<file path="src/rtl/pkt_ts_pkg.sv">
package pkt_ts_pkg;
  localparam int EVT_W   = 3;
  localparam int EVT_RX  = 0;
  localparam int EVT_TX  = 1;
  localparam int EVT_OVF = 2;
  localparam logic [7:0] MIN_PAD    = 8'd8;
  localparam logic [7:0] TX_PAD_OFS = 8'd16;
  localparam logic [7:0] RX_PAD_OFS = 8'd0;
  typedef enum logic {DIR_RX = 1'b0, DIR_TX = 1'b1} ts_dir_e;
endpackage

</file>
<file path="src/rtl/ts_slot_pair.sv">
module ts_slot_pair #(
  parameter int TIME_W = 64,
  parameter int ID_W   = 16
) (
  input  logic                clk_i,
  input  logic                rst_ni,
  input  logic                wr_i,
  input  logic [ID_W-1:0]     id_i,
  input  logic [TIME_W-1:0]   ts_i,
  input  logic [1:0]          clr_i,
  output logic [1:0]          vld_o,
  output logic [2*ID_W-1:0]   ids_o,
  output logic [2*TIME_W-1:0] tss_o,
  output logic                ovf_o
);
  logic [1:0] vld_q, vld_eff;
  logic       ptr_q, tgt;

  assign vld_eff = vld_q & ~clr_i;

  always_comb begin
    case (vld_eff)
      2'b01:   tgt = 1'b1;
      2'b10:   tgt = 1'b0;
      default: tgt = ptr_q;
    endcase
  end

  assign ovf_o = wr_i & (&vld_eff);
  assign vld_o = vld_q;

  always_ff @(posedge clk_i or negedge rst_ni) begin
    if (!rst_ni) begin
      vld_q <= '0;
      ptr_q <= 1'b0;
    end else begin
      vld_q <= vld_eff | ({1'b0, wr_i} << tgt);
      if (wr_i) ptr_q <= ~tgt;
    end
  end

  for (genvar s = 0; s < 2; s++) begin : g_slot
    logic [ID_W-1:0]   id_q;
    logic [TIME_W-1:0] ts_q;
    always_ff @(posedge clk_i or negedge rst_ni) begin
      if (!rst_ni) begin
        id_q <= '0;
        ts_q <= '0;
      end else if (wr_i && (tgt == 1'(s))) begin
        id_q <= id_i;
        ts_q <= ts_i;
      end
    end
    assign ids_o[s*ID_W +: ID_W]     = id_q;
    assign tss_o[s*TIME_W +: TIME_W] = ts_q;
  end

  assert_wr_fills_slot_R4: assert property (@(posedge clk_i) disable iff (!rst_ni)
    wr_i |=> (vld_q != 2'b00));
endmodule

</file>
<file path="src/rtl/ts_byte_emit.sv">
module ts_byte_emit #(
  parameter int TIME_W = 64
) (
  input  logic              clk_i,
  input  logic              rst_ni,
  input  logic              start_i,
  input  logic [TIME_W-1:0] word_i,
  input  logic [7:0]        base_i,
  input  logic              dir_i,
  input  logic              ready_i,
  output logic              valid_o,
  output logic [7:0]        data_o,
  output logic              last_o,
  output logic [7:0]        ofs_o,
  output logic              dir_o
);
  localparam int NB    = TIME_W / 8;
  localparam int IDX_W = (NB > 1) ? $clog2(NB) : 1;
  localparam logic [IDX_W-1:0] LAST_IDX = IDX_W'(NB - 1);

  logic              busy_q, dir_q;
  logic [IDX_W-1:0]  cnt_q;
  logic [TIME_W-1:0] sh_q;
  logic [7:0]        base_q;

  always_ff @(posedge clk_i or negedge rst_ni) begin
    if (!rst_ni) begin
      busy_q <= 1'b0;
      dir_q  <= 1'b0;
      cnt_q  <= '0;
      sh_q   <= '0;
      base_q <= '0;
    end else if (!busy_q) begin
      if (start_i) begin
        busy_q <= 1'b1;
        sh_q   <= word_i;
        cnt_q  <= '0;
        base_q <= base_i;
        dir_q  <= dir_i;
      end
    end else if (ready_i) begin
      if (cnt_q == LAST_IDX) begin
        busy_q <= 1'b0;
      end else begin
        cnt_q <= cnt_q + 1'b1;
        sh_q  <= sh_q << 8;
      end
    end
  end

  assign valid_o = busy_q;
  assign data_o  = sh_q[TIME_W-1 -: 8];
  assign last_o  = busy_q && (cnt_q == LAST_IDX);
  assign ofs_o   = base_q + 8'(cnt_q);
  assign dir_o   = dir_q;

  assert_hold_byte_R10: assert property (@(posedge clk_i) disable iff (!rst_ni)
    (valid_o && !ready_i) |=> (valid_o && $stable(data_o) && $stable(ofs_o) && $stable(dir_o)));
  assert_end_after_last_R10: assert property (@(posedge clk_i) disable iff (!rst_ni)
    (valid_o && ready_i && last_o) |=> !valid_o);
endmodule

</file>
<file path="src/rtl/pkt_tstamp_capture.sv">
module pkt_tstamp_capture
  import pkt_ts_pkg::*;
#(
  parameter int TIME_W = 64,
  parameter int ID_W   = 16
) (
  input  logic                clk_i,
  input  logic                rst_ni,
  input  logic [TIME_W-1:0]   time_i,
  input  logic                tmr_en_i,
  input  logic                rx_stamp_en_i,
  input  logic                tx_stamp_all_i,
  input  logic                inline_en_i,
  input  logic [7:0]          pad_len_i,
  input  logic                rx_sof_i,
  input  logic                tx_sop_i,
  input  logic                tx_flag_i,
  input  logic [ID_W-1:0]     tx_id_i,
  input  logic [1:0]          slot_clr_i,
  input  logic [EVT_W-1:0]    evt_clr_i,
  input  logic [EVT_W-1:0]    irq_mask_i,
  input  logic                ins_ready_i,
  output logic [TIME_W-1:0]   rx_ts_o,
  output logic [2*ID_W-1:0]   tx_id_o,
  output logic [2*TIME_W-1:0] tx_ts_o,
  output logic [1:0]          tx_vld_o,
  output logic [EVT_W-1:0]    evt_o,
  output logic                irq_o,
  output logic                ins_valid_o,
  output logic [7:0]          ins_data_o,
  output logic                ins_last_o,
  output logic [7:0]          ins_ofs_o,
  output logic                ins_dir_o
);
  logic              rx_cap, tx_cap, rx_inl, ovf;
  logic [TIME_W-1:0] rx_ts_q;
  logic [EVT_W-1:0]  evt_q, evt_set;

  assign rx_cap = tmr_en_i & rx_sof_i & rx_stamp_en_i;
  assign tx_cap = tmr_en_i & tx_sop_i & (tx_flag_i | tx_stamp_all_i);
  assign rx_inl = rx_cap & (pad_len_i >= MIN_PAD);

  always_ff @(posedge clk_i or negedge rst_ni) begin
    if (!rst_ni)     rx_ts_q <= '0;
    else if (rx_cap) rx_ts_q <= time_i;
  end

  ts_slot_pair #(.TIME_W(TIME_W), .ID_W(ID_W)) u_slots (
    .clk_i  (clk_i),
    .rst_ni (rst_ni),
    .wr_i   (tx_cap),
    .id_i   (tx_id_i),
    .ts_i   (time_i),
    .clr_i  (slot_clr_i),
    .vld_o  (tx_vld_o),
    .ids_o  (tx_id_o),
    .tss_o  (tx_ts_o),
    .ovf_o  (ovf)
  );

  always_comb begin
    evt_set          = '0;
    evt_set[EVT_RX]  = rx_cap;
    evt_set[EVT_TX]  = tx_cap;
    evt_set[EVT_OVF] = ovf;
  end

  always_ff @(posedge clk_i or negedge rst_ni) begin
    if (!rst_ni) evt_q <= '0;
    else         evt_q <= (evt_q & ~evt_clr_i) | evt_set;
  end

  assign evt_o   = evt_q;
  assign irq_o   = |(evt_q & irq_mask_i);
  assign rx_ts_o = rx_ts_q;

  ts_byte_emit #(.TIME_W(TIME_W)) u_emit (
    .clk_i   (clk_i),
    .rst_ni  (rst_ni),
    .start_i (inline_en_i & (rx_inl | tx_cap)),
    .word_i  (time_i),
    .base_i  (rx_inl ? RX_PAD_OFS : TX_PAD_OFS),
    .dir_i   (rx_inl ? DIR_RX : DIR_TX),
    .ready_i (ins_ready_i),
    .valid_o (ins_valid_o),
    .data_o  (ins_data_o),
    .last_o  (ins_last_o),
    .ofs_o   (ins_ofs_o),
    .dir_o   (ins_dir_o)
  );

  assert_timer_gate_R1: assert property (@(posedge clk_i) disable iff (!rst_ni)
    !tmr_en_i |=> $stable(rx_ts_o));
  assert_rx_capture_R2: assert property (@(posedge clk_i) disable iff (!rst_ni)
    (tmr_en_i && rx_sof_i && rx_stamp_en_i) |=> (rx_ts_o == $past(time_i)));
  assert_rx_event_R6: assert property (@(posedge clk_i) disable iff (!rst_ni)
    (tmr_en_i && rx_sof_i && rx_stamp_en_i) |=> evt_o[EVT_RX]);
endmodule

</file>
<file path="config.mk">
export PLATFORM = sky130hd
export DESIGN_NAME = pkt_tstamp_capture
export DESIGN_NICKNAME = d
export VERILOG_FILES = /design/src/rtl/pkt_ts_pkg.sv /design/src/rtl/ts_slot_pair.sv /design/src/rtl/ts_byte_emit.sv /design/src/rtl/pkt_tstamp_capture.sv
export SDC_FILE = /design/constraint.sdc
export NUM_CORES = 1
export LEC_CHECK = 0
export CORE_MARGIN = 5
export CORE_UTILIZATION = 63
export CTS_CLUSTER_DIAMETER = 100
export DETAILED_ROUTE_END_ITERATION = 8
export DONT_BUFFER_PORTS = 1
export PLACE_DENSITY = 0.9
export REMOVE_ABC_BUFFERS = 1
export SETUP_SLACK_MARGIN = 0.05
export SLEW_MARGIN = 20
export SYNTH_ARGS = -nofsm -noshare
export SYNTH_HDL_FRONTEND = slang
export SYNTH_SLANG_ARGS = --single-unit
</file>
<file path="constraint.sdc">
create_clock -name clk_i -period 2.7 [get_ports clk_i]
set_input_delay 0.54 -clock clk_i [delete_from_list [all_inputs] [get_ports clk_i]]
set_output_delay 0.54 -clock clk_i [all_outputs]
set_load 0.02 [all_outputs]
</file>
# Yosys cells after proc, flatten, opt, wreduce, memory -nomap -nowiden
# Index checks and enable logic that the tools add are counted.
[totals]
inputBits = 106
regBits = 307
[op_classes]
n_shift = 1
n_eq_ne = 5
n_mux = 15
reduce_logical = 8
bitwise_logic = 18
n_lt_le_gt_ge = 1
n_addsub = 2
[ops]
columns = ["op", "count"]
rows = [
  ["$mux W64", 4],
  ["$mux W3", 4],
  ["$add A8 B3 Y8", 1],
  ["$ge A8 B4 Y1 const B", 1],
  ["$and A1 B1 Y1", 7],
  ["$and A3 B3 Y3", 2],
  ["$mux W1", 5],
  ["$mux W5", 1],
  ["$ne A2 B2 Y1 const B", 2],
  ["$reduce_and A2 Y1", 2],
  ["$add A3 B1 Y3 const B", 1],
  ["$eq A3 B3 Y1 const B", 1],
  ["$logic_and A1 B1 Y1", 3],
  ["$not A3 Y3", 1],
  ["$or A3 B3 Y3", 1],
  ["$reduce_and A3 Y1", 1],
  ["$reduce_or A3 Y1", 1],
  ["$and A2 B2 Y2", 1],
  ["$eq A2 B1 Y1 const B", 1],
  ["$eq A2 B2 Y1 const B", 1],
  ["$not A1 Y1", 2],
  ["$not A2 Y2", 1],
  ["$or A1 B1 Y1", 2],
  ["$or A2 B2 Y2", 1],
  ["3 further kinds", 3],
]

# Longest topological paths before layout
[depth]
depth_word = 7
depth_mapped = 7
ltp_nobuf = 6

# Modules after synthesis
# Synthesis repeated with hierarchy kept, for this count alone.
[unflattened]
cells_unflattened = 799
area_unflattened_um2 = 13098.8
[by_module_without_submodules]
columns = ["module", "seq_area_each_um2", "area_per_inst_um2", "instances", "cells_each"]
rows = [
  ["ts_slot_pair", 4078.9, 6532.5, 1, 352],
  ["ts_byte_emit", 1926.8, 3871.2, 1, 294],
  ["pkt_tstamp_capture", 1676.6, 2695.1, 1, 153],
]

# Least setup slack after synthesis
# Ideal clock, no wire load.
[synth_timing]
path_type = "input to register"
from = "input port slot_clr_i[1]"
to = "register u_slots.g_slot[0].id_q[0]"
required_ns = 2.575
stages = 6
setup_ns = 0.125
t_arrival_ns = 2.199
path_slack_ns = 0.376
path_buffers = 1
cell_sequence = "nand2b_1 -> ha_1 -> mux2i_1 -> nand2_1 -> clkbuf_1 -> mux2_2"
[synth_via]
elab_chain_cells = 6
elab_cells_between_ends = 7
classes_between = "2 x eq/ne; 1 x mux; 3 x bitwise; 1 x reduce/logical"
[synth_lines]
columns = ["element", "line", "rtl"]
rows = [
  ["start: declaration", "pkt_tstamp_capture.sv:19", "input logic [1:0] slot_clr_i,"],
  ["$not A2 Y2 (*)", "ts_slot_pair.sv:19", "assign vld_eff = vld_q & ~clr_i;"],
  ["$and A2 B2 Y2 (*)", "ts_slot_pair.sv:19", ""],
  ["$eq A2 B2 Y1 / $eq A2 B1 Y1 (equally long branches)", "ts_slot_pair.sv:22", "case (vld_eff)"],
  ["$pmux W1 S2 (*)", "ts_slot_pair.sv:22", ""],
  ["$not A1 Y1 (*)", "ts_slot_pair.sv:49", "end else if (wr_i && (tgt == 1'(s))) begin"],
  ["$logic_and A1 B1 Y1 (*)", "ts_slot_pair.sv:49", ""],
  ["end signal: assignment", "ts_slot_pair.sv:50", "id_q <= id_i;"],
  ["end: declaration", "ts_slot_pair.sv:43", "logic [ID_W-1:0] id_q;"],
]
# Mark *: on every way between the ends. The rest lies on a longest branch, timed or not.
# A chain may end at the register's enable or synchronous reset.

# Worst setup path after layout
[layout_timing]
from = "register u_emit.cnt_q[1]"
to = "output port ins_last_o"
[layout_via]
elab_chain_cells = 2
[layout_lines]
columns = ["element", "line", "rtl"]
rows = [
  ["start: declaration", "ts_byte_emit.sv:22", "logic [IDX_W-1:0] cnt_q;"],
  ["start signal: assignment", "ts_byte_emit.sv:45", "cnt_q <= cnt_q + 1'b1;"],
  ["$eq A3 B3 Y1", "ts_byte_emit.sv:53", "assign last_o = busy_q && (cnt_q == LAST_IDX);"],
  ["$logic_and A1 B1 Y1", "ts_byte_emit.sv:53", ""],
  ["end: declaration", "pkt_tstamp_capture.sv:31", "output logic ins_last_o,"],
]
# Every way passes these cells.

==> metrics.cfg <==
[setup_path]
crit_fanout = 3
rr_worst_depth = 6
cp_slowest_cell = dfrtp_1
crit_arrival_ps = 1750
path_cells = ha_1 > ha_1 > and2_1
critical_path_class = reg -> out
start_kind = flop
critPathMaxStageDelay_ps = 500
worstPathRequired_ps = 2160
end_kind = output pin
crit_end = ins_last_o
r2r_slack_ps = 430
r2r-start = u_emit.cnt_q[1]
setup.worst_path.start = u_emit.cnt_q[1]
rr_endpoint = u_emit.sh_q[40]
critical_path.most_common_cell = ha_1

[placement]
placedCellCount = 985
placed_area_um2 = 12200
hpwl_um = 18700
gp_congestion = 0.750
portBuffers = 0

[detailed_routing]
wirelength_um = 27400
vias = 6418
drc_errors = 0
ant_nets = 0
routedWlPerCell_um = 26.4
via_per_inst = 6.17
drt_iter0_drc = 254
first_pass_iters = 4

[clock_network]
cts_tree = built
cts_resized = 0
root_buffer = clkbuf_16
h-tree-depth = 1
clock_tree.buffer_depth = 3
cts.sinks = 299
path_clk_slew_ps = 70
numCtsBuffers = 29
clock_latency_ps = 540
cts_setup_buffers = 0

[power_and_ir_drop]
irDropWorstVdd_v = 0.000777
p_per_area_nw_per_um2 = 1280
p_leak_nw = 5.93

[layout]
drive_above_1_share_pct = 47.7
nets = 892
area_delta_synth_final_pct = 11.1
register_area_um2 = 7480
nFillCells = 1129
multi_input_area_um2 = 4200
final_area_um2 = 13300
finalNonFillerCells = 1040

[timing]
finalCritPeriodShare_pct = 84.7
worstMarginPinSlew_ps = 609
slew_violations = 0
setup_viol = 0
clock_skew_ps = 15.5
relSlewSlack_pct = 59.3
worst_hold_slack_ps = -311
rsz0062_at_grt = false
fmax_mhz = 437
finalHoldViolCount = 299
fin_setup_tns_ps = 0
period_needed_ps = 2290

[yosys]
yosysWarnings = 0
ys_top_cells_by_area = dfrtp_1 63%, mux2_2 29%, o21ai_0 1.5%
avgSynthCellArea_um2 = 15.3
syn_area_um2 = 12000
synth_xor_area_share_pct = 0
synth_top_area_cell = dfrtp_1
synth_seq_cells = 299
synth.area.mux_share_pct = 30.6
ys_types = 29
synth.top_cell.area_share_pct = 62.6
syn-instance-count = 782
synth_compound_area_share_pct = 1.93
synth_adder_area_share_pct = 0.419
synth_simple_gate_area_share_pct = 1.72
synth_top_family_by_area = multiplexers
ys_seq_area_share_pct = 62.6

[global_route]
grt.total_usage_pct = 24.8
grt_max_degree = 300
overflow = 0
grt_pass1_vias = 7296
antenna_found_initial = 1
grt_pass1_wl_um = 43000

[floorplan]
rows = 50
die_area_um2 = 21800
die_y_um = 148
core_area_um2 = 18700
num_io_pins = 355
initial_core_util_pct = 63.9
die_x_um = 148

[run_status]
status = finished, violations left
violations = hold timing

[worst_hold_path]
hp-class = in -> async

[job]
cap_violations = 0

-- critical path: cells and delay by family, from the launching register on --
kind | cells | cell delay (ps)
fa+ha+maj | 2 | 410
flops | 1 | 500
simple gates | 1 | 290
-- registers in the layout, indices dropped and copies added (netlist names) --
| signal | cells |
|---|---|
| u_emit.valid_o | 1 |
| u_emit.sh_q | 64 |
| u_emit.dir_o | 1 |
| rx_ts_o | 64 |
| u_slots.ptr_q | 1 |
| u_slots.g_slot.id_q | 32 |
| u_slots.g_slot.ts_q | 128 |
| u_slots.vld_o | 2 |
| evt_o | 3 |
| u_emit.cnt_q | 3 |
-- layout by cell type (no fill, tap or decap), types with 3 or more instances in the layout --
master      Yosys  final
ha_1            4      4
clkinvlp_4      0      4
conb_1          1      4
clkbuf_16       0     29
clkbuf_1       23      5
mux2_2        305    305
nor2b_1         3      3
buf_4          14     12
inv_1          17     17
dfrtp_1       299    298
o21ai_0        35     35
buf_12          0      4
bufinv_16       0      7
clkbuf_8        0      4
nand2_1        34     33
mux2i_1        11     11
mux2_4          8      8
-- worst min-delay path by stage --
stage,start,slack (ps),endpoint,cells after the start
after floorplan,rst_ni,240,evt_o[0],0
after global routing,rst_ni,-340,u_slots.g_slot[0].ts_q[30],0
after CTS,rst_ni,-330,u_slots.g_slot[0].id_q[15],0
after global placement,rst_ni,250,u_slots.g_slot[0].id_q[2],0
after detailed placement,rst_ni,250,u_slots.g_slot[0].id_q[15],0
final,rst_ni,-310,u_slots.g_slot[0].id_q[15],0
-- power by group --
group          switching, W  internal, W
combinational       0.00122      0.00206
sequential          0.00303      0.00621
clock               0.00168      0.00276
total               0.00594       0.0110
-- synthesized netlist by cell type --
master	instances
mux2_2	305
dfrtp_1	299
o21ai_0	35
nand2_1	34
clkbuf_1	23
inv_1	17
buf_4	14
mux2i_1	11
buf_2	8
mux2_4	8
buf_1	4
ha_1	4
nor2b_1	3
nand2b_1	2
a21boi_0	1
a21o_1	1
a222oi_1	1
and2_1	1
and3_1	1
buf_6	1
conb_1	1
nand3_1	1
nand3_2	1
nand3b_1	1
nor2_1	1
o211a_1	1
o211ai_1	1
o211ai_2	1
or4_1	1
-- metal layers --
metal  vias up  wire (µm)  global-route usage, %
met3        48       2770                   9.04
met4         0        676                   6.66
li1       2725          -                      -
met2       301      14400                   43.9
met1      3344       9520                   28.5
met5         -          0                      0
-- metrics by stage --
step | worst slack [ps] | hold slack (ps) | total power (W) | util, %
floorplan | -2490 | 244 | 0.0115 | -
global placement | 463 | 252 | 0.0122 | 65.3
detailed placement | 376 | 251 | 0.0126 | 65.3
CTS | 370 | -328 | 0.0171 | 71.0
global route | 310 | -338 | 0.0178 | 71.0
finish | 413 | -311 | 0.0170 | 71.0
-- cell families (layout without fill, tap and decap cells) --
family,after synthesis,count (layout)
AND/OR/NAND/NOR,46,46
flip-flops,299,299
multiplexers,324,324
buffers and inverters,67,87
adder cells (fa/ha/maj),4,4
AO/OA/AOI/OAI,41,41
other,1,5
-- final cells by class --
| type | instances | area share [%] |
|---|---|---|
| inverters | 17 | 0.480 |
| diodes | 1 | 0.0188 |
| multi-input cells | 419 | 31.6 |
| clock buffers | 38 | 6.02 |
| flip-flops and latches | 299 | 56.3 |
| repair buffers | 16 | 1.28 |
| clock inverters | 16 | 2.08 |
| well taps | 234 | 2.20 |
Power figures use the tool's default switching activity.
